## src/rtl/bus_idle_throttle_pkg.sv

```systemverilog
package bus_idle_throttle_pkg;
  typedef enum logic {
    MODE_FULL = 1'b0,
    MODE_SLOW = 1'b1
  } thr_mode_t;
endpackage

```

## src/rtl/bus_idle_qualify.sv

```systemverilog
module bus_idle_qualify #(
  parameter int N_CLIENTS = 4,
  parameter int DIV_W     = 5
) (
  input  logic [N_CLIENTS-1:0] busy,
  input  logic [DIV_W-1:0]     extra_div,
  input  logic                 mem_sync,
  input  logic                 thr_enable,
  output logic                 may_slow
);
  localparam logic [DIV_W-1:0] MinDiv = DIV_W'(2);

  logic all_idle;
  logic div_ok;

  assign all_idle = ~(|busy);
  assign div_ok   = (extra_div >= MinDiv);
  // Synchronous memory mode must keep the rate fixed.
  assign may_slow = thr_enable & ~mem_sync & all_idle & div_ok;
endmodule

```

## src/rtl/bus_period_ctr.sv

```systemverilog
module bus_period_ctr #(
  parameter int DIV_W = 5
) (
  input  logic             clk,
  input  logic             rst,
  input  logic             restart,
  input  logic             advance,
  input  logic [DIV_W-1:0] div_in,
  output logic             at_end
);
  logic [DIV_W-1:0] cnt_q;
  logic [DIV_W-1:0] div_q;

  assign at_end = (cnt_q == (div_q - 1'b1));

  always_ff @(posedge clk) begin
    if (rst) begin
      cnt_q <= '0;
      div_q <= '0;
    end else if (restart) begin
      cnt_q <= '0;
      div_q <= div_in;
    end else if (advance) begin
      cnt_q <= cnt_q + 1'b1;
    end
  end
endmodule

```

## src/rtl/bus_idle_throttle.sv

```systemverilog
module bus_idle_throttle
  import bus_idle_throttle_pkg::*;
#(
  parameter int N_CLIENTS = 4,
  parameter int DIV_W     = 5
) (
  input  logic                 clk,
  input  logic                 rst,
  input  logic                 base_ce,
  input  logic [N_CLIENTS-1:0] busy,
  input  logic [DIV_W-1:0]     extra_div,
  input  logic                 mem_sync,
  input  logic                 thr_enable,
  output logic                 bus_ce,
  output logic                 slow_active
);
  thr_mode_t mode_q, mode_d;
  logic      may_slow;
  logic      at_end;
  logic      ce_d;
  logic      restart;
  logic      advance;

  bus_idle_qualify #(.N_CLIENTS(N_CLIENTS), .DIV_W(DIV_W)) u_qual (
    .busy       (busy),
    .extra_div  (extra_div),
    .mem_sync   (mem_sync),
    .thr_enable (thr_enable),
    .may_slow   (may_slow)
  );

  bus_period_ctr #(.DIV_W(DIV_W)) u_ctr (
    .clk     (clk),
    .rst     (rst),
    .restart (restart),
    .advance (advance),
    .div_in  (extra_div),
    .at_end  (at_end)
  );

  always_comb begin
    mode_d  = mode_q;
    ce_d    = 1'b0;
    restart = 1'b0;
    advance = 1'b0;
    if (base_ce) begin
      if (mode_q == MODE_FULL) begin
        ce_d = 1'b1;
        if (may_slow) begin
          mode_d  = MODE_SLOW;
          restart = 1'b1;
        end
      end else if (!may_slow) begin
        ce_d    = 1'b1;
        mode_d  = MODE_FULL;
        restart = 1'b1;
      end else if (at_end) begin
        ce_d    = 1'b1;
        restart = 1'b1;
      end else begin
        advance = 1'b1;
      end
    end
  end

  always_ff @(posedge clk) begin
    if (rst) begin
      mode_q <= MODE_FULL;
      bus_ce <= 1'b0;
    end else begin
      mode_q <= mode_d;
      bus_ce <= ce_d;
    end
  end

  assign slow_active = (mode_q == MODE_SLOW);
endmodule

```

## config.mk

```make
export PLATFORM = sky130hd
export DESIGN_NAME = bus_idle_throttle
export DESIGN_NICKNAME = d
export VERILOG_FILES = /design/src/rtl/bus_idle_throttle_pkg.sv /design/src/rtl/bus_idle_qualify.sv /design/src/rtl/bus_period_ctr.sv /design/src/rtl/bus_idle_throttle.sv
export SDC_FILE = /design/constraint.sdc
export NUM_CORES = 1
export LEC_CHECK = 0
export BUFFER_PORTS_ARGS = -buffer_cell sky130_fd_sc_hd__buf_2
export CELL_PAD_IN_SITES_DETAIL_PLACEMENT = 0
export CELL_PAD_IN_SITES_GLOBAL_PLACEMENT = 1
export CORE_MARGIN = 4
export CORE_UTILIZATION = 30
export DETAILED_ROUTE_END_ITERATION = 7
export GPL_TIMING_DRIVEN = 0
export PLACE_DENSITY_LB_ADDON = 0.1
export SYNTH_ARGS = -nofsm -noshare
export SYNTH_HDL_FRONTEND = slang
export SYNTH_HIERARCHICAL = 1
export SYNTH_SLANG_ARGS = --single-unit
```

## constraint.sdc

```tcl
create_clock -name clk -period 2.16 [get_ports clk]
set_input_delay 0.216 -clock clk [delete_from_list [all_inputs] [get_ports clk]]
set_output_delay 0.216 -clock clk [all_outputs]
set_load 0.1 [all_outputs]
```

# [Word-level counts from Yosys, hierarchy flattened]
# Cells that the tools add are included.
[totals] elab_cells=27 register_bits=12 output_inout_bits=2
[classes] addsub=2 magnitude_cmp=1 eq_ne=1 n_reduce_logical=3 n_mux=10 n_bitwise=6
[ops] operator="1-bit 2-to-1 mux" n=10
[ops] operator="5-bit by 1-bit adder with 5-bit output (second input constant)" n=1
[ops] operator="5-bit == test" n=1
[ops] operator="5-bit by 2-bit greater-or-equal comparator with 1-bit output (second input constant)" n=1
[ops] operator="5-bit by 1-bit subtractor with 5-bit output (second input constant)" n=1
[ops] operator="2-bit OR reduction" n=2
[ops] operator="4-bit OR reduction" n=1
[ops] operator="1-bit bitwise AND" n=3
[ops] operator="1-bit NOT" n=3

# [Longest topological paths before layout]
# Gate-level depths: netlist of run 1.
[logic_depth] depth_word=8 mapped_depth=10 mapped_depth_nobuf=10

# [Modules after synthesis]
# Netlist of run 1, hierarchy kept.
[modules_own_cells] mod="bus_period_ctr" seq_area_each_um2=200.2 area_per_inst_um2=513.0 instances=1 cells_per_inst=54
[modules_own_cells] mod="bus_idle_throttle" seq_area_each_um2=40.0 area_per_inst_um2=90.1 instances=1 cells_per_inst=9
[modules_own_cells] mod="bus_idle_qualify" seq_area_each_um2=0.0 area_per_inst_um2=28.8 instances=1 cells_per_inst=3

# [Worst setup path before layout of run 1]
# Ideal clock, no wire load.
[synth_path] path_kind="register -> register" from="register u_ctr.div_q[0]" to="register u_ctr.div_q[0]" path_stages_with_launch=11 path_slack_ns=0.055 path_buffers=1 t_arrival_ns=1.977 path_cell_list="dfxtp_1 -> inv_1 -> ha_1 -> xnor2_1 -> o2bb2ai_1 -> a2111oi_2 -> and3b_1 -> nor2_1 -> buf_2 -> mux2i_1 -> nor2_1"
[synth_between] elab_chain_cells=6
[synth_lines] element="from (decl)" line="bus_period_ctr.sv:12" rtl="logic [DIV_W-1:0] div_q;"
[synth_lines] element="from (signal assigned)" line="bus_period_ctr.sv:22" rtl="div_q <= div_in;"
[synth_lines] element="5-bit by 1-bit subtractor with 5-bit output" line="bus_period_ctr.sv:14" rtl="assign at_end = (cnt_q == (div_q - 1'b1));"
[synth_lines] element="5-bit == test" line="bus_period_ctr.sv:14"
[synth_lines] element="named net at_end" line="bus_idle_throttle.sv:19" rtl="logic at_end;"
[synth_lines] element="1-bit 2-to-1 mux" line="bus_idle_throttle.sv:57" rtl="end else if (at_end) begin"
[synth_lines] element="1-bit 2-to-1 mux" line="bus_idle_throttle.sv:53" rtl="end else if (!may_slow) begin"
[synth_lines] element="1-bit 2-to-1 mux" line="bus_idle_throttle.sv:47" rtl="if (mode_q == MODE_FULL) begin"
[synth_lines] element="1-bit 2-to-1 mux" line="bus_idle_throttle.sv:46" rtl="if (base_ce) begin"
[synth_lines] element="named net restart" line="bus_idle_throttle.sv:21" rtl="logic restart;"
# The timed path passes the listed nets, and every way through them passes these cells.
# A chain may end at the register's enable or synchronous reset.

# [Worst setup path after layout of run 1]
[layout_path] from="register u_ctr.div_q[1]" to="register u_ctr.div_q[0]"
# The elaborated chain is that of the path after synthesis.

==> results.md, run 1 <==
* CTS tree: done
* Routed via count at 520
* Worst Hold Path Cells at 2
* Reg2reg setup slack at 0.16 ns
* P_leak at ~0.33 nW
* Critical path class: flop to flop
* Antenna violations before repair at 0
* Skew final at 0.00246 ns
* Synth Register Bits at 12
* Post-Syn Area per Cell at 9.57 um2
* Period Utilization, post-route at 0.926
* Total track usage at 0.112
* R2R Path End: u_ctr/div_q[0]$_SDFFE_PP0P_
* FF-to-FF path depth at 10
* Synthesized instance count at 66
* Min Tclk post-route at 2.00 ns
* PnR Total Power at 0.393 mW
* Worst R2R Start: u_ctr/div_q[1]$_SDFFE_PP0P_
* DP Worst Slack at -0.189 ns
* Final hold vios at 0
* Syn Nets at 82
* First-pass GRT wire length at between 2000 and 2500 um
* Ys Warns at 6
* Max cap viols at 0
* Slew margin rel. at 0.678
* Root Buffer: clkbuf_4
* Placed Cells at 108
* Register area share after synthesis at 0.380
* Non-filler instance count after layout at roughly 120
* Post-route DRC at 0
* WP data required at 2.30 ns
* Antenna-violating nets left at 0
* Area leader, netlist: dfxtp_1
* DIE HEIGHT at approximately 54 um
* WL final at 1300 um
* Die width at approximately 54 um
* Min Hold Slack at 0.140 ns
* TritonCTS Sinks at 12
* Fin. max-slew vios at 0
* Hold Path Origin: rst
* CTS HTree Levels at 1
* Endpoints failing setup at 0
* Post-synth top area share at 0.380
* F_max at 0.500 GHz
* Hold EP: bus_ce$_SDFF_PP0_
* Synth unique cells at 25
* Outcome: finished clean
* Synth area leaders: dfxtp_1 38%, mux2i_1 11%, xnor2_1 6.9%
* Clock slew at reported path FFs at 0.07 ns
* Critical path launch point type: flop
* Core Util, Final at 0.420
* Core ar. at 1980 um2
* Largest net degree at the start of global routing at 11
* VDD IR-drop max at between 0.2 and 0.25 mV
* TritonCTS buffer count at 3
* Highest-count cells in the layout ignoring fill and taps: 15 x buf_2, 10 x dfxtp_1, 7 x mux2i_1, 7 x nor2_1, 6 x nor3_1
* GRT overflow at 0
* WP data arrival at 2.14 ns
* Hpwl dp at approximately 950 um
* Die Area at approximately 2900 um2
* Post-synthesis cell area at 632 um2
* Routed len/inst at 11.3 um
* Initial drt markers at 3
* Crit. End Element: flop
* Share of layout cells above drive strength 1 at 0.375
* PwrDens at ~470 nW/um2
* Initial Utilization at 0.319
* ANT cells at 0
* Drt pass-1 iters at 3
* Avg Vias per Cell at 4.52
* Vias in the first global route at 494
* Nets at 106
* Worst skew pair latency at 0.27 ns
* IO Count at 16
* Rows at 16
* Final WS setup at 0.159 ns
* Global placement routability congestion at approximately 0.65
* Critical path peak fanout at 6
* HP Class: input pin to flop
* Commonest non-fill, non-tap cell in the layout: buf_2
* Unrepaired setup endpoints after global routing: no
* Hold_buf cts at 0
* Worst-Margin Slew at 0.487 ns
* Clk buf depth at 2
* Port Buffer Count at 15
* Area Growth Syn to Fin at 31.9%
-- cell type report --
class	count	area, um2
fill	204	1150
multi-input combinational	49	399
sequential	12	243
timing repair buffer	19	105
tap	27	33.8
clock buffer	3	22.5
buffer	3	22.5
inverter	2	7.51
-- state kept, by name, summed over array words and instances, names as in the netlist --
signal / flops
u_ctr/cnt_q: 5
bus_ce: 1
u_ctr/div_q: 5
slow_active: 1
-- stage by stage --
stage,setup TNS [ns],instance area (um2)
global route,0,833
finish,0,833
global placement,-1.10,741
detailed placement,-1.26,741
CTS,0,812
floorplan,0,632
-- timing repair --
item                                    4_1_cts  5_1_grt
endpoints found under the setup margin       10       10
pin swaps                                     2        3
resized for setup                             8        3
buffers inserted                              3        1
-- power by group --
group	internal, mW	switching [mW]	leakage (nW)
clock	0.0645	0.0696	0.0138
combinational	0.0146	0.0205	0.217
sequential	0.223	0.000663	0.0979
total	0.302	0.0908	0.328
-- cells in the mapped netlist --
library cell / number
dfxtp_1: 12
nor2_1: 8
mux2i_1: 7
nor3_1: 6
xnor2_1: 5
xor2_1: 5
ha_1: 2
inv_1: 2
nand2_1: 2
nand4_1: 2
a2111oi_2: 1
a31oi_1: 1
and2_1: 1
and3_1: 1
and3b_1: 1
buf_2: 1
buf_4: 1
clkbuf_1: 1
nor3b_2: 1
nor4_1: 1
nor4_2: 1
o21ai_0: 1
o21bai_1: 1
o2bb2ai_1: 1
or4b_1: 1
-- metal layers --
| metal | GRT usage | routed length, um | vias to the layer above | part of all wire |
|---|---|---|---|---|
| met3 | 0.0582 | 92 | 2 | 0.071 |
| li1 | - | - | 277 | - |
| met5 | 0 | 0 | - | 0 |
| met2 | 0.167 | 584 | 13 | 0.45 |
| met4 | 0.0511 | 19 | 0 | 0.015 |
| met1 | 0.131 | 607 | 228 | 0.47 |
-- kinds of logic (layout without fill, tap and decap cells) --
group,Yosys count,count (layout),synth area share
multiplexers,7,7,0.111
adder cells (fa/ha/maj),2,2,0.0396
flip-flops,12,12,0.380
AND/OR/NAND/NOR,25,25,0.226
buffers and inverters,5,27,0.0376
AO/OA/AOI/OAI,5,5,0.0673
XOR/XNOR,10,10,0.139
-- worst max-delay path: stages, from the launching register on --
cell	delay, ns
dfxtp_2	0.34
inv_1	0.06
ha_4	0.17
xnor2_1	0.12
o2bb2ai_1	0.15
a2111oi_4	0.31
and3b_2	0.27
nor2_2	0.09
buf_6	0.14
mux2i_1	0.18
nor2_1	0.05
-- worst max-delay path by stage --
stage | cells after the start | end | start | slack [ns]
2_1_floorplan | 10 | u_ctr/div_q[0]$_SDFFE_PP0P_ | u_ctr/div_q[0]$_SDFFE_PP0P_ | 0.06
3_3_place_gp | 10 | u_ctr/div_q[1]$_SDFFE_PP0P_ | u_ctr/div_q[0]$_SDFFE_PP0P_ | -0.18
3_5_place_dp | 10 | u_ctr/div_q[0]$_SDFFE_PP0P_ | u_ctr/div_q[0]$_SDFFE_PP0P_ | -0.19
4_1_cts | 10 | u_ctr/cnt_q[3]$_SDFFE_PP0P_ | u_ctr/div_q[1]$_SDFFE_PP0P_ | 0.002
5_1_grt | 10 | u_ctr/div_q[0]$_SDFFE_PP0P_ | u_ctr/div_q[0]$_SDFFE_PP0P_ | 0.02
6_report | 10 | u_ctr/div_q[0]$_SDFFE_PP0P_ | u_ctr/div_q[1]$_SDFFE_PP0P_ | 0.16
No activity file was read; power rests on OpenSTA's default activity.
==> inputs of run 2 (changes only) <==
Settings changed: CORE_UTILIZATION 30 to 33.
==> run 2 against run 1 <==
  * Combinational power rose by 2%
  * Sequential share of layout area fell by 0.47 points
  * Non-clock buffer count rose by 1
  * Routed wire length rose by 3.2%
  * Register-to-register slack barely moved
  * Utilization rose by 6.0 points
  * Fmax rose by 0.74%
  * Setup slack improved by 0.015 ns
  * Clock-buffer cell count did not move
  * Critical path type unchanged
  * Largest cell class unchanged
==> results.md, run 2 (synthesis results as in run 1) <==
* Outcome: finished clean
* Clk buf depth at 2 (unchanged)
* R2R Path End: u_ctr/div_q[0]$_SDFFE_PP0P_
* CTS tree: done
* Die width at 51.8 um (-4.0%)
* Core ar. at 1760 um2 (-11%)
* DP Worst Slack at -0.170 ns (+0.0196 ns)
* Multi-input logic area at 410 um2 (+2.8%)
* Avg Vias per Cell at 4.56 (+0.88%)
* Critical path launch point type: flop
* Endpoints failing setup at 0 (unchanged)
* Period Utilization, post-route at 0.919 (-0.00678)
* Commonest non-fill, non-tap cell in the layout: buf_2
* Max cap viols at 0 (unchanged)
* Area Growth Syn to Fin at 34.1%
* WP data required at 2.31 ns (about the same)
* Reg2reg setup slack at 0.17 ns (about the same)
* Family with the most delay on the worst path: compound AO/OA/AOI/OAI gates
* Worst path cell trace: inv_1 -> ha_4 -> o21bai_1 -> o2bb2ai_2 -> a2111oi_4 -> and3b_2 -> nor2_4 -> buf_6 -> mux2i_1 -> nor2_1
* Fill count at 182 (-11%)
* Initial Utilization at 0.358 (+0.0393)
* Worst-Margin Slew at 0.483 ns (-0.00376 ns)
* Worst skew pair latency at 0.27 ns (about the same)
* IO Count at 16 (unchanged)
* Final Cell Area at 847 um2 (+1.7%)
* Setup TNS at 0 ns (unchanged)
* TritonCTS buffer count at 3 (unchanged)
* Slew margin rel. at 0.678 (about the same)
* GRT overflow at 0 (unchanged)
* P_leak at 0.335 nW (+1.9%)
* Routed len/inst at 11.8 um (+4.1%)
* Met2 usage at 0.197 (+0.0297)
* Rows at 15 (-1)
* Clock slew at reported path FFs at 0.07 ns (about the same)
* Largest net degree at the start of global routing at 11 (unchanged)
* Drt pass-1 iters at 2 (-1)
* Vias in the first global route at 505 (+2.2%)
* Worst Setup SP: u_ctr/div_q[1]$_SDFFE_PP0P_
* Non-filler instance count after layout at 114 (-0.87%)
* Met1 track demand over resource at 0.133 (+0.00155)
* Critical path class: flop to flop
* Antenna violations before repair at 0 (unchanged)
* Final WS setup at 0.174 ns (+0.0147 ns)
* PnR Total Power at 0.396 mW (+0.96%)
* VDD IR-drop max at 0.364 mV (+58%)
* Fin. max-slew vios at 0 (unchanged)
* Core Util, Final at 0.480 (+0.0597)
* First-pass GRT wire length at 2260 um (+3.1%)
* Worst R2R Start: u_ctr/div_q[1]$_SDFFE_PP0P_
* Worst Hold Path Cells at 2 (unchanged)
* Global placement routability congestion at 0.686 (+5.7%)
* Slowest stage cell, crit path: dfxtp_2
* WP data arrival at 2.13 ns (about the same)
* Critical path peak fanout at 5 (-1)
* FF-to-FF path depth at 10 (unchanged)
* TritonCTS Sinks at 12 (unchanged)
* Initial drt markers at 3 (unchanged)
* Crit. End Element: flop
* Share of layout cells above drive strength 1 at 0.393 (+0.0183)
* CTS HTree Levels at 1 (unchanged)
* Root Buffer: clkbuf_4
* Hold Path Origin: rst
* Final hold vios at 0 (unchanged)
* Nets at 107 (+0.94%)
* WL final at 1350 um (+3.2%)
* Busiest grt layer: met2
* Min Tclk post-route at 1.99 ns (-0.0147 ns)
* Skew final at 0.00165 ns (-0.000817 ns)
* Port Buffer Count at 15 (unchanged)
* Placed Cells at 106 (-1.9%)
* Post-route DRC at 0 (unchanged)
* Highest-count cells in the layout ignoring fill and taps: 16 x buf_2, 10 x dfxtp_1, 7 x mux2i_1, 7 x nor2_1, 6 x nor3_1
* Largest registers: u_ctr/cnt_q: 5 flops, u_ctr/div_q: 5 flops
* Hpwl dp at 979 um (+3.2%)
* Placed inst area at 738 um2 (-0.34%)
* Routed via count at 520 (unchanged)
* PwrDens at 468 nW/um2 (-0.68%)
* Total track usage at 0.118 (+0.00591)
* F_max at 0.504 GHz (+0.74%)
* Flip-flop and latch area at 243 um2 (unchanged)
* DIE HEIGHT at 51.8 um (-4.0%)
* Critical Path Max Stage Delay at 0.33 ns (about the same)
* Antenna-violating nets left at 0 (unchanged)
* Min Hold Slack at 0.131 ns (-0.00924 ns)
* HP Class: input pin to flop
* M3 GR Usage at 0.0602 (+0.00200)
* Die Area at 2680 um2 (-7.8%)
* Hold EP: bus_ce$_SDFF_PP0_
* Buf/Inv on CP at 2 (unchanged)
* ANT cells at 0 (unchanged)
* Unrepaired setup endpoints after global routing: no
run 2: layout make-up:
type	instances	share of cell area
clock buffer	3	0.0266
sequential	12	0.287
multi-input combinational	49	0.484
timing repair buffer	20	0.130
inverter	2	0.00886
tap	25	0.0369
buffer	3	0.0266
run 2: worst max-delay path by stage:
stage               cells after the start                     endpoint
global route                           10  u_ctr/div_q[1]$_SDFFE_PP0P_
finish                                 10  u_ctr/div_q[0]$_SDFFE_PP0P_
floorplan                              10  u_ctr/div_q[0]$_SDFFE_PP0P_
global placement                       10  u_ctr/div_q[4]$_SDFFE_PP0P_
detailed placement                     10  u_ctr/div_q[3]$_SDFFE_PP0P_
CTS                                    10  u_ctr/div_q[0]$_SDFFE_PP0P_
run 2: where the power goes:
part,switching (mW),internal (mW),total [mW]
combinational,0.0209,0.0150,0.0358
clock,0.0727,0.0646,0.137
sequential,0.000652,0.223,0.223
total,0.0942,0.302,0.396
run 2: what timing repair did:
item	4_1_cts	5_1_grt
hold buffers	0	0
pin swaps	1	5
buffers inserted	2	2
setup endpoints to repair	10	10
hold endpoints to repair	0	0
cloned	1	0
resized for setup	10	3
run 2: layer usage:
| layer | routed length [um] | share of wire |
|---|---|---|
| met1 | 619 | 0.46 |
| met2 | 661 | 0.49 |
| met3 | 64 | 0.048 |
| met4 | 0 | 0 |
| met5 | 0 | 0 |
